`config.mk`:
```
export PLATFORM = sky130hd
export DESIGN_NAME = cfgb_bank
export DESIGN_NICKNAME = d
export VERILOG_FILES = /design/src/rtl/cfgb_pkg.sv /design/src/rtl/cfgb_rst_sync.sv /design/src/rtl/cfgb_lock.sv /design/src/rtl/cfgb_reg.sv /design/src/rtl/cfgb_bank.sv
export SDC_FILE = /design/constraint.sdc
export NUM_CORES = 1
export LEC_CHECK = 0
export ABC_AREA = 1
export BUFFER_PORTS_ARGS = -buffer_cell sky130_fd_sc_hd__buf_2
export CORE_MARGIN = 1
export CORE_UTILIZATION = 45
export CTS_BUF_LIST = sky130_fd_sc_hd__clkbuf_8
export DETAILED_ROUTE_END_ITERATION = 8
export GPL_ROUTABILITY_DRIVEN = 0
export MAX_ROUTING_LAYER = met4
export PLACE_DENSITY_LB_ADDON = 0.1
export RECOVER_POWER = 100
export SYNTH_ARGS = -nofsm -noshare
export SYNTH_HDL_FRONTEND = slang
export SYNTH_SLANG_ARGS = --single-unit
```
`constraint.sdc`:
```
create_clock -name clk -period 2 [get_ports clk]
set_input_delay 0.1 -clock clk [delete_from_list [all_inputs] [get_ports clk]]
set_output_delay 0.1 -clock clk [all_outputs]
set_load 0.01 [all_outputs]
```
`src/rtl/cfgb_pkg.sv`:
```
package cfgb_pkg;
  localparam int DW      = 8;
  localparam int AW      = 4;
  localparam int BASE    = 3;
  localparam int NREG    = 10;
  localparam int CODE_W  = 3;
  localparam logic [CODE_W-1:0] CODE_LOCK   = 3'b110;
  localparam logic [CODE_W-1:0] CODE_UNLOCK = 3'b011;
  localparam int STROBE_IDX = 1;

  // index 0 is the lock slot; indices 1..NREG-1 map to offsets BASE+1..
  function automatic logic [DW-1:0] reg_rst(int idx);
    case (idx)
      1:       return 8'h80;
      2:       return 8'h46;
      3:       return 8'h10;
      default: return 8'h00;
    endcase
  endfunction

  function automatic logic [DW-1:0] reg_mask(int idx);
    case (idx)
      1:       return 8'hFE;
      2:       return 8'h7F;
      3:       return 8'hFF;
      4:       return 8'hFF;
      5:       return 8'h3F;
      6:       return 8'h1F;
      7:       return 8'hDF;
      8:       return 8'h07;
      9:       return 8'h1F;
      default: return 8'h00;
    endcase
  endfunction
endpackage

```
`src/rtl/cfgb_rst_sync.sv`:
```
module cfgb_rst_sync (
  input  logic clk,
  input  logic rst_n,
  output logic rst_sync_n
);
  logic [1:0] sync_q;

  always_ff @(posedge clk or negedge rst_n) begin
    if (!rst_n) sync_q <= 2'b00;
    else        sync_q <= {sync_q[0], 1'b1};
  end

  assign rst_sync_n = sync_q[1];
endmodule

```
`src/rtl/cfgb_lock.sv`:
```
module cfgb_lock
  import cfgb_pkg::*;
(
  input  logic              clk,
  input  logic              rst_n,
  input  logic              code_we,
  input  logic [CODE_W-1:0] code_in,
  output logic [CODE_W-1:0] code_q,
  output logic              locked_q
);
  logic [CODE_W-1:0] code_nxt;
  logic              locked_nxt;

  always_comb begin
    code_nxt   = code_q;
    locked_nxt = locked_q;
    if (code_we) begin
      code_nxt = code_in;
      if (code_in == CODE_LOCK)   locked_nxt = 1'b1;
      if (code_in == CODE_UNLOCK) locked_nxt = 1'b0;
    end
  end

  always_ff @(posedge clk or negedge rst_n) begin
    if (!rst_n) begin
      code_q   <= '0;
      locked_q <= 1'b0;
    end else if (code_we) begin
      code_q   <= code_nxt;
      locked_q <= locked_nxt;
    end
  end


  other_code_keeps_state_chk: assert property (@(posedge clk) disable iff (!rst_n)
    (code_we && code_in != CODE_LOCK && code_in != CODE_UNLOCK) |=> $stable(locked_q));

  lock_code_sets_chk: assert property (@(posedge clk) disable iff (!rst_n)
    (code_we && code_in == CODE_LOCK) |=> locked_q);

  state_held_without_write_chk: assert property (@(posedge clk) disable iff (!rst_n)
    !code_we |=> $stable(locked_q) && $stable(code_q));
endmodule

```
`src/rtl/cfgb_reg.sv`:
```
module cfgb_reg
  import cfgb_pkg::*;
#(
  parameter logic [DW-1:0] RST   = '0,
  parameter logic [DW-1:0] WMASK = '1
) (
  input  logic          clk,
  input  logic          rst_n,
  input  logic          we,
  input  logic [DW-1:0] d,
  output logic [DW-1:0] q
);
  logic [DW-1:0] q_nxt;

  always_comb begin
    q_nxt = (d & WMASK) | (RST & ~WMASK);
  end

  always_ff @(posedge clk or negedge rst_n) begin
    if (!rst_n)  q <= RST;
    else if (we) q <= q_nxt;
  end


  hold_when_idle_chk: assert property (@(posedge clk) disable iff (!rst_n)
    !we |=> $stable(q));

  fixed_bits_chk: assert property (@(posedge clk) disable iff (!rst_n)
    (q & ~WMASK) == (RST & ~WMASK));
endmodule

```
`src/rtl/cfgb_bank.sv`:
```
module cfgb_bank
  import cfgb_pkg::*;
(
  input  logic       clk,
  input  logic       rst_n,
  input  logic       wr_en,
  input  logic [3:0] addr,
  input  logic [7:0] wdata,
  output logic [7:0] rdata,
  output logic       bank_locked,
  output logic       clr_fault_pulse,
  output logic       sdo_push_pull,
  output logic [1:0] slew_sel,
  output logic [1:0] drive_mode,
  output logic       pwm_full_fast,
  output logic       ov_level_low,
  output logic       ov_enable,
  output logic       warn_report,
  output logic       standby_req,
  output logic       ocp_cycle_clear,
  output logic [1:0] ocp_deglitch,
  output logic       ocp_retry_long,
  output logic       ocp_level_high,
  output logic [1:0] ocp_action,
  output logic       ilim_coast,
  output logic       demag_async_en,
  output logic       demag_sync_en,
  output logic [1:0] csa_gain,
  output logic       buck_seq_off,
  output logic       buck_ilim_low,
  output logic [1:0] buck_vsel,
  output logic       buck_off,
  output logic       hall_hys_wide,
  output logic       brake_coasts,
  output logic       coast_cmd,
  output logic       brake_cmd,
  output logic       dir_reverse,
  output logic [1:0] tach_div,
  output logic       stall_retry_long,
  output logic [1:0] stall_tdet,
  output logic [1:0] stall_action,
  output logic [2:0] advance_sel,
  output logic       delay_comp_en,
  output logic [3:0] delay_target
);
  logic              rst_sync_n;
  logic [NREG-1:0]   hit;
  logic [DW-1:0]     bank [NREG];
  logic [CODE_W-1:0] code_q;
  logic              locked_q;
  logic              strobe_q, strobe_nxt;
  logic [(NREG-1)*DW-1:0] cfg_vec;

  cfgb_rst_sync u_rst (.clk(clk), .rst_n(rst_n), .rst_sync_n(rst_sync_n));

  // address decode
  always_comb begin
    for (int i = 0; i < NREG; i++) hit[i] = (addr == AW'(BASE + i));
  end

  cfgb_lock u_lock (
    .clk(clk), .rst_n(rst_sync_n),
    .code_we(wr_en && hit[0]),
    .code_in(wdata[CODE_W-1:0]),
    .code_q(code_q), .locked_q(locked_q)
  );

  assign bank[0] = {{(DW-CODE_W){1'b0}}, code_q};

  genvar g;
  generate
    for (g = 1; g < NREG; g++) begin : g_reg
      cfgb_reg #(.RST(reg_rst(g)), .WMASK(reg_mask(g))) u_reg (
        .clk(clk), .rst_n(rst_sync_n),
        .we(wr_en && hit[g] && !locked_q),
        .d(wdata), .q(bank[g])
      );
      assign cfg_vec[(g-1)*DW +: DW] = bank[g];
    end
  endgenerate

  // self-clearing fault-clear strobe
  always_comb begin
    strobe_nxt = wr_en && hit[STROBE_IDX] && !locked_q && wdata[0];
  end

  always_ff @(posedge clk or negedge rst_sync_n) begin
    if (!rst_sync_n) strobe_q <= 1'b0;
    else             strobe_q <= strobe_nxt;
  end

  // read mux
  always_comb begin
    rdata = '0;
    for (int i = 0; i < NREG; i++) if (hit[i]) rdata = bank[i];
  end

  assign bank_locked     = locked_q;
  assign clr_fault_pulse = strobe_q;

  // field decode
  assign sdo_push_pull    = bank[1][5];
  assign slew_sel         = bank[1][4:3];
  assign drive_mode       = bank[1][2:1];
  assign pwm_full_fast    = bank[2][4];
  assign ov_level_low     = bank[2][3];
  assign ov_enable        = bank[2][2];
  assign warn_report      = bank[2][0];
  assign standby_req      = bank[3][7];
  assign ocp_cycle_clear  = bank[3][6];
  assign ocp_deglitch     = bank[3][5:4];
  assign ocp_retry_long   = bank[3][3];
  assign ocp_level_high   = bank[3][2];
  assign ocp_action       = bank[3][1:0];
  assign ilim_coast       = bank[4][6];
  assign demag_async_en   = bank[4][3];
  assign demag_sync_en    = bank[4][2];
  assign csa_gain         = bank[4][1:0];
  assign buck_seq_off     = bank[5][4];
  assign buck_ilim_low    = bank[5][3];
  assign buck_vsel        = bank[5][2:1];
  assign buck_off         = bank[5][0];
  assign hall_hys_wide    = bank[6][4];
  assign brake_coasts     = bank[6][3];
  assign coast_cmd        = bank[6][2];
  assign brake_cmd        = bank[6][1];
  assign dir_reverse      = bank[6][0];
  assign tach_div         = bank[7][7:6];
  assign stall_retry_long = bank[7][4];
  assign stall_tdet       = bank[7][3:2];
  assign stall_action     = bank[7][1:0];
  assign advance_sel      = bank[8][2:0];
  assign delay_comp_en    = bank[9][4];
  assign delay_target     = bank[9][3:0];


  locked_writes_dropped_chk: assert property (@(posedge clk) disable iff (!rst_sync_n)
    (locked_q && wr_en && !hit[0]) |=> $stable(cfg_vec) && !strobe_q);

  strobe_has_cause_chk: assert property (@(posedge clk) disable iff (!rst_sync_n)
    strobe_q |-> $past(wr_en && addr == 4'h4 && wdata[0] && !locked_q));

  outside_reads_zero_chk: assert property (@(posedge clk) disable iff (!rst_sync_n)
    (addr < 4'h3 || addr > 4'hC) |-> rdata == 8'h00);

  outside_writes_dropped_chk: assert property (@(posedge clk) disable iff (!rst_sync_n)
    (wr_en && (addr < 4'h3 || addr > 4'hC)) |=> $stable(cfg_vec) && $stable(locked_q));
endmodule

```
### After elaboration in Yosys (flattened, before gate mapping)

Cells that the tools add are included.

| word-level totals | value |
|---|---|
| bits in registers | 63 |
| logic and storage cells | 60 |
| output and inout bits | 57 |

| cells by class | value |
|---|---|
| mux-type cells | 12 |
| eq/ne operators | 12 |
| reductions and logical operators | 23 |

Operators by type and width:

| kind | count |
|---|---|
| 2-to-1 mux 8 bit | 9 |
| == test 4 bit, second input constant | 5 |
| logical AND 1 bit | 20 |
| == test 4 x 3 -> 1 bit, second input constant | 4 |
| == test 4 x 2 -> 1 bit, second input constant | 1 |
| == test 3 x 2 -> 1 bit, second input constant | 1 |
| == test 3 bit, second input constant | 1 |
| 2-to-1 mux 3 bit | 1 |
| 2-to-1 mux 1 bit | 2 |
| AND reduction 2 bit | 1 |
| nonzero test 2 bit | 1 |
| zero test 1 bit | 1 |

### Logic depth before layout (Yosys ltp)

Gate-level depths: netlist (run 1).

| logic depth | value |
|---|---|
| word-level depth | 11 |
| depth in mapped cells | 11 |

### Hierarchy

From an unflattened synthesis (run 1), not the netlist that was laid out.

| unflattened totals | value |
|---|---|
| cell total of the unflattened synthesis | 460 |
| area, all modules | 3318.2 sq um |

By module, submodules not included:

| module | instances | seq. area each (sq um) | cells each | area each (sq um) |
|---|---|---|---|---|
| cfgb_bank | 1 | 25.0 | 177 | 827.0 |
| cfgb_reg (g_reg[6].u_reg ...) | 2 | 125.1 | 25 | 211.5 |
| cfgb_reg (g_reg[3].u_reg) | 1 | 201.4 | 34 | 306.5 |
| cfgb_reg (g_reg[4].u_reg) | 1 | 200.2 | 34 | 305.3 |
| cfgb_reg (g_reg[2].u_reg) | 1 | 178.9 | 32 | 284.0 |
| cfgb_reg (g_reg[1].u_reg) | 1 | 176.4 | 32 | 281.5 |
| cfgb_reg (g_reg[7].u_reg) | 1 | 175.2 | 32 | 280.3 |
| cfgb_reg (g_reg[5].u_reg) | 1 | 150.1 | 28 | 240.2 |
| cfgb_lock | 1 | 100.1 | 19 | 162.7 |
| cfgb_reg (g_reg[8].u_reg) | 1 | 75.1 | 19 | 153.9 |
| cfgb_rst_sync | 1 | 50.0 | 3 | 53.8 |

### Worst setup path after synthesis (run 1)

No wires, ideal clock.

| path | value |
|---|---|
| path kind | reg2reg |
| start point | register u_lock.locked_q |
| end point | register g_reg[5].u_reg.q[3] |
| required time | 1867 ps |
| data arrival time | 1080 ps |
| path slack | 787 ps |
| library setup time | 133 ps |
| cell stages (with the launch flop) | 6 |
| clock period less this slack | 1213 ps |
| path buffers | 1 |
| cells stage by stage | dfrtp_1 > nor2_8 > nand2_1 > buf_2 > nand2_1 > o21ai_0 |

| between the ends | value |
|---|---|
| longest elaborated chain between the ends | 2 |

Ends and longest elaborated chain:

| what | RTL line | RTL |
|---|---|---|
| start: declaration | cfgb_lock.sv:9 | `output logic locked_q` |
| start signal: assignment | cfgb_lock.sv:30 | `locked_q <= locked_nxt;` |
| zero test 1 bit | cfgb_bank.sv:75 | `.we(wr_en && hit[g] && !locked_q),` |
| logical AND 1 bit | cfgb_bank.sv:75 |  |
| end signal: assignment | cfgb_reg.sv:21 | `else if (we) q <= q_nxt;` |
| end: declaration | cfgb_reg.sv:11 | `output logic [DW-1:0] q` |

No other way between the ends.
A chain may end at the register's enable or synchronous reset.

### Final worst setup path (run 1)

| path | value |
|---|---|
| start point | input addr[0] |
| end point | output rdata[3] |

| between the ends | value |
|---|---|
| longest elaborated chain between the ends | 10 |
| elaborated cells between the ends (all ways) | 18 |
| those cells by class | eq/ne: 9; mux: 9 |

Ends and longest elaborated chain:

| what | RTL line | RTL |
|---|---|---|
| start: declaration | cfgb_bank.sv:7 | `input logic [3:0] addr,` |
| == test 4 x 3 -> 1 bit | cfgb_bank.sv:58 | `for (int i = 0; i < NREG; i++) hit[i] = (addr == AW'(BASE + i));` |
| 2-to-1 mux 8 bit (8 in a row) | cfgb_bank.sv:95 | `for (int i = 0; i < NREG; i++) if (hit[i]) rdata = bank[i];` |
| 2-to-1 mux 8 bit (*) | cfgb_bank.sv:95 |  |
| end: declaration | cfgb_bank.sv:9 | `output logic [7:0] rdata,` |

Mark *: on every way between the ends. The rest lies on a longest branch, timed or not.

==> results of run 1 <==
-- logic make-up after synthesis --
kind of cell	Yosys count	synth area share (%)
flops	63	49.5
other cells	1	0.117
simple gates	179	26.1
compound gates	66	12.5
buf+inv	65	11.8
-- critical path, stage by stage --
cell and delay (ns):
clkbuf_1 0.33, inv_2 0.04, nor2_1 0.31, nand3_1 0.13, o21ai_0 0.10, inv_1 0.06, nand3_1 0.09, nand2_1 0.06
nand2_1 0.05, nand2_1 0.04, nand2_1 0.05, clkbuf_1 0.15
-- through the flow --
step / cells / worst slack (ns) / util [%] / hold slack [ns] / total power [uW]
2_1_floorplan: 374 / 0.125 / - / -0.196 / 2310
6_report: 528 / 0.388 / 51.0 / 0.0351 / 3380
5_1_grt: 528 / 0.213 / 51.0 / 0.0504 / 3600
4_1_cts: 528 / 0.389 / 53.2 / 0.0228 / 3510
3_5_place_dp: 510 / 0.515 / 50.4 / -0.115 / 2540
3_3_place_gp: 510 / 0.541 / 50.4 / -0.114 / 2520
-- power by group through the flow --
stage | registers (uW) | clock network, uW | logic (uW)
final | 1760 | 954 | 667
after CTS | 1750 | 979 | 774
after floorplan | 1770 | 0 | 546
after global routing | 1790 | 1040 | 762
after detailed placement | 1780 | 0 | 768
after global placement | 1770 | 0 | 748
-- flip-flops by register name, summed over array words and instances (netlist names) --
signal,flops
g.u_reg.q,56
u_lock.code_q,3
u_rst.sync_q,2
clr_fault_pulse,1
u_lock.locked_q,1
-- Yosys cell counts (all sizes together) --
| library cell | number | area share, % |
|---|---|---|
| inv | 31 | 3.6 |
| clkbuf | 1 | 0.12 |
| buf | 31 | 7.8 |
| o211ai | 2 | 0.47 |
| a31oi | 1 | 0.20 |
| o31ai | 1 | 0.39 |
| nand2 | 133 | 17 |
| nand3 | 12 | 1.9 |
| or2 | 6 | 1.2 |
| conb | 1 | 0.12 |
| clkinv | 2 | 0.27 |
| nand4 | 7 | 1.4 |
| dfrtp | 58 | 45 |
| o21ai | 60 | 11 |
| dfstp | 5 | 4.1 |
| nor2 | 18 | 3.5 |
| nor4 | 1 | 0.66 |
| nor3 | 2 | 0.47 |
| a21oi | 2 | 0.31 |
-- area by class of cell --
class,count,area share [%]
Timing Repair Buffer,74,9.35
Multi-Input combinational cell,246,33.3
Sequential cell,63,45.5
Inverter,33,3.59
Clock inverter,6,0.863
Tap cell,96,3.45
Clock buffer,10,3.95
-- worst paths after layout --
| check | from | endpoint | slack, ns | cells after the start |
|---|---|---|---|---|
| min | wdata[2] | u_lock.code_q[2]$_DFFE_PN0P_ | 0.04 | 3 |
| max reg2reg | u_lock.locked_q$_DFFE_PN0P_ | g_reg[3].u_reg.q[6]$_DFFE_PN0P_ | 0.58 | 4 |
| max | addr[0] | rdata[3] | 0.39 | 12 |
| max in group asynchronous | u_rst.sync_q[1]$_DFF_PN0_ | g_reg[2].u_reg.q[1]$_DFFE_PN1P_ | 0.67 | 1 |
| min reg2reg | u_rst.sync_q[0]$_DFF_PN0_ | u_rst.sync_q[1]$_DFF_PN0_ | 0.35 | 0 |
| min in group asynchronous | rst_n | u_rst.sync_q[1]$_DFF_PN0_ | 0.06 | 2 |
-- routing by layer --
metal | global-route usage (%) | up-vias | routed length, um | part of all wire [%]
li1 | - | 1282 | - | -
met1 | 31.2 | 1182 | 3690 | 48
met2 | 34.8 | 69 | 3580 | 46
met3 | 4.67 | 9 | 344 | 4.4
met4 | 8.03 | 0 | 125 | 1.6
met5 | - | - | 0 | 0
==> results.toml, run 1 <==
[floorplan]
die_w_um = 86.3
core_um2 = 6830
dieArea_um2 = 7450
ios = 72
fp.dieH_um = 86.3
start_util_pct = 46.8
placementRows = 30

[global_routing]
grt_antenna_before_repair = 0
grt_pass1_wl_mm = 12.4
grt_use_total_pct = 23.1
grt_pass1_vias = 2363
grt_overflow = 0
grt_max_degree = 36

[final_layout]
final_common_cell = "nand2_1"
multi_input_area_um2 = 1160
design_area_um2 = 3480
fillers = 740
area_growth_pct = 8.76
area.sequential_um2 = 1580
diodes = 0
drive_above_1_share_pct = 14.4
final_cell_mix = "nand2_1 (127), dfrtp_1 (58), o21ai_0 (56), clkbuf_1 (56), inv_1 (26)"
final_nets = 442

[clock_tree]
cts.path.max_buffers = 2
cts-root-buf = "clkbuf_8"
post_cts_buffers = 0
cts_tree = "done"
clk_latency_ns = 0.34
cts.sinks = 63
cts_resized = 0
path_clk_slew_ns = 0.06
cts_hold_buffers = 2
htreeDepth = 3
cts-buffers-inserted = 9

[routing]
drc_errors = 0
wl_per_cell_um = 14.7
antenna_left = 0
drt_iter0_drc = 192
via_count = 2542
vias_per_cell = 4.81
first_pass_iters = 5
wirelength_mm = 7.74

[synthesis]
yosysWarnings = 0
ys_ff_latch = 63
synthDistinctLibCells = 32
yosysSeqAreaShare_pct = 49.5
syn_nets = 389
syn_area_um2 = 3200
synth_cells = 374
synth_area_per_cell_um2 = 8.56

[setup_path]
required_ns = 1.90
crit_fanout = 7
critical_path_class = "input pin to output port"
end_kind = "output port"
start_kind = "input pin"
cp.arrival_ns = 1.51

[pwr]
power.density_nw_per_um2 = 971
max-vdd-ir-drop_mv = 0.410
seq_power_share_pct = 52.0
leakage_uw = 0.00167
switchingPower_uw = 1130
clock_power_share_pct = 28.2
p_int_uw = 2250
p_comb_share_pct = 19.8
swShare_pct = 33.5

[sta]
worst_pin_slew_ns = 1.16
post-route-period-util_pct = 80.6
rsz0062_at_grt = "false"
max_freq_mhz = 620
fin_setup_tns_ns = 0
setup_viol = 0
drv_slew = 0
skew_ns = 0.00929
finalHoldViolations = 0
fin_crit_ns = 1.61
slew_headroom_pct = 22.5

[run]
drv_cap = 0

[place]
numPortBuffers = 71
dpl_cell_area_um2 = 3440
hpwl_mm = 5.52

[min_path]
hold_path_class = "input pin to flip-flop"

[outcome]
status = "completed"
(Power assumes the default switching activity.)
==> run 2, diff against run 1 <==
==> constraint.sdc (replaced) <==
create_clock -name clk -period 1.41 [get_ports clk]
set_input_delay 0.0705 -clock clk [delete_from_list [all_inputs] [get_ports clk]]
set_output_delay 0.0705 -clock clk [all_outputs]
set_load 0.01 [all_outputs]
==> run 2 against run 1 <==
  * The flow now finishes with violations (negative setup slack)
  * Final cell count increased by 4.0%
  * Die area did not move
  * Register-to-register slack got worse by 0.48 ns
  * Global-route usage grew 0.55 points
  * Sequential cell count stayed put
  * Clock skew fell by 0.0030 ns
  * Routed wire length rose by 0.87%
  * Hold slack worse by 0.015 ns
  * Combinational power rose by 68%
  * Highest routed layer unchanged
  * Critical endpoint is now rdata[0]
  * First-iteration DRC count increased by 13%
  * Via count up 4.0%
  * Non-clock buffer count is 21 higher
==> results.toml, run 2 (synthesized netlist as in run 1, its figures left out) <==
[outcome]
status = "complete, but fails checks"
violations = "negative setup slack"

[global_routing]
grt_max_degree = 34
grt_pass1_wl_mm = 12.7
grt_overflow = 0
grt_pass1_vias = 2512
grt_use_total_pct = 23.7
grt_antenna_before_repair = 0

[floorplan]
placementRows = 30
start_util_pct = 46.8
core_um2 = 6830
die_w_um = 86.3
dieArea_um2 = 7450
ios = 72
fp.dieH_um = 86.3

[place]
numPortBuffers = 71
hpwl_mm = 5.57
dpl_cell_area_um2 = 3480

[sta]
slew_headroom_pct = 44.3
post-route-period-util_pct = 108
rsz0062_at_grt = "true"
timing.final.ws_setup_ns = -0.119
setup_viol = 5
fin_crit_ns = 1.53
drv_slew = 0
finalHoldViolations = 0
skew_ns = 0.00625
worst_pin_slew_ns = 0.836
max_freq_mhz = 654

[setup_path]
end_kind = "output port"
required_ns = 1.34
critical_path_class = "flip-flop to output port"
start_kind = "flip-flop"
cp.arrival_ns = 1.46
crit_fanout = 2

[clock_tree]
cts-buffers-inserted = 9
clk_latency_ns = 0.34
cts.sinks = 63
cts.path.max_buffers = 2
path_clk_slew_ns = 0.07
htreeDepth = 3
cts_tree = "done"
cts-root-buf = "clkbuf_8"

[routing]
drc_errors = 0
first_pass_iters = 4
wirelength_mm = 7.81
wl_per_cell_um = 14.2
via_count = 2644
antenna_left = 0
vias_per_cell = 4.82
drt_iter0_drc = 216

[final_layout]
final_nets = 463
drive_above_1_share_pct = 22.7
final_util_pct = 54.4
final_common_cell = "nand2_1"
largest_register_ffs = 56
final_cell_mix = "nand2_1 (121), dfrtp_1 (57), clkbuf_1 (51), o21ai_0 (48), inv_1 (24)"
largest-register = "g.u_reg.q"
area_growth_pct = 16.1
top_regs = "g.u_reg.q: 56 flops, u_lock.code_q: 3 flops, u_rst.sync_q: 2 flops"
design_area_um2 = 3720
diodes = 0

[min_path]
hold_path_class = "input pin to flip-flop"

[pwr]
leakage_uw = 0.00185
max-vdd-ir-drop_mv = 0.713
power.density_nw_per_um2 = 1370

[run]
drv_cap = 0
run 2: timing repair:
item	4_1_cts	5_1_grt
endpoints found under the setup margin	5	7
hold endpoints to repair	4	0
setup buffers	11	3
pin swaps	9	8
gates cloned	0	0
hold buffers	3	0
gates resized for setup	8	6
run 2: critical path: stages (launching register included):
cell     delay [ns]
dfrtp_1        0.39
nand3_1        0.08
nand2_1        0.06
nor2_2         0.11
nand4_1        0.09
nor2_1         0.15
nand3_1        0.08
buf_2          0.14
run 2: where the power goes:
part / leakage [uW] / switching [uW] / internal, uW
clock network: 0.000103 / 681 / 821
logic: 0.000962 / 678 / 447
registers: 0.000787 / 270 / 2180
run 2: metal layers:
metal | wire [um] | track usage (%)
met5 | 0 | -
met4 | 214 | 10.9
met3 | 344 | 5.14
met2 | 3500 | 34.0
met1 | 3750 | 32.0
run 2: per-stage QoR:
stage,hold WS [ns],power (uW),setup slack (ns),cells,setup TNS (ns)
2_1_floorplan,-0.225,3280,0.197,374,0
3_3_place_gp,-0.144,3580,0.0353,516,0
3_5_place_dp,-0.143,3610,0.0539,516,0
4_1_cts,0.0158,5230,-0.114,546,-0.290
5_1_grt,0.0437,5390,-0.171,549,-0.757
6_report,0.0199,5080,-0.119,549,-0.272
run 2: layout make-up:
| type | instances | area (um2) |
|---|---|---|
| Clock buffer | 13 | 179 |
| Clock inverter | 3 | 16.3 |
| Fill cell | 707 | 3120 |
| Inverter | 33 | 128 |
| Multi-Input combinational cell | 246 | 1220 |
| Sequential cell | 63 | 1580 |
| Tap cell | 96 | 120 |
| Timing Repair Buffer | 95 | 467 |
run 2: final timing paths:
kind	from	to	slack, ns	cells after the start
setup / recovery	g_reg[2].u_reg.q[0]$_DFFE_PN0P_	rdata[0]	-0.12	7
hold / removal	wdata[7]	g_reg[3].u_reg.q[7]$_DFFE_PN0P_	0.02	3
setup reg to reg	u_lock.locked_q$_DFFE_PN0P_	g_reg[3].u_reg.q[3]$_DFFE_PN0P_	0.10	5
hold reg to reg	u_rst.sync_q[0]$_DFF_PN0_	u_rst.sync_q[1]$_DFF_PN0_	0.36	0
max in group asynchronous	u_rst.sync_q[1]$_DFF_PN0_	g_reg[1].u_reg.q[5]$_DFFE_PN0P_	0.42	1
min in group asynchronous	rst_n	u_rst.sync_q[0]$_DFF_PN0_	0.04	2
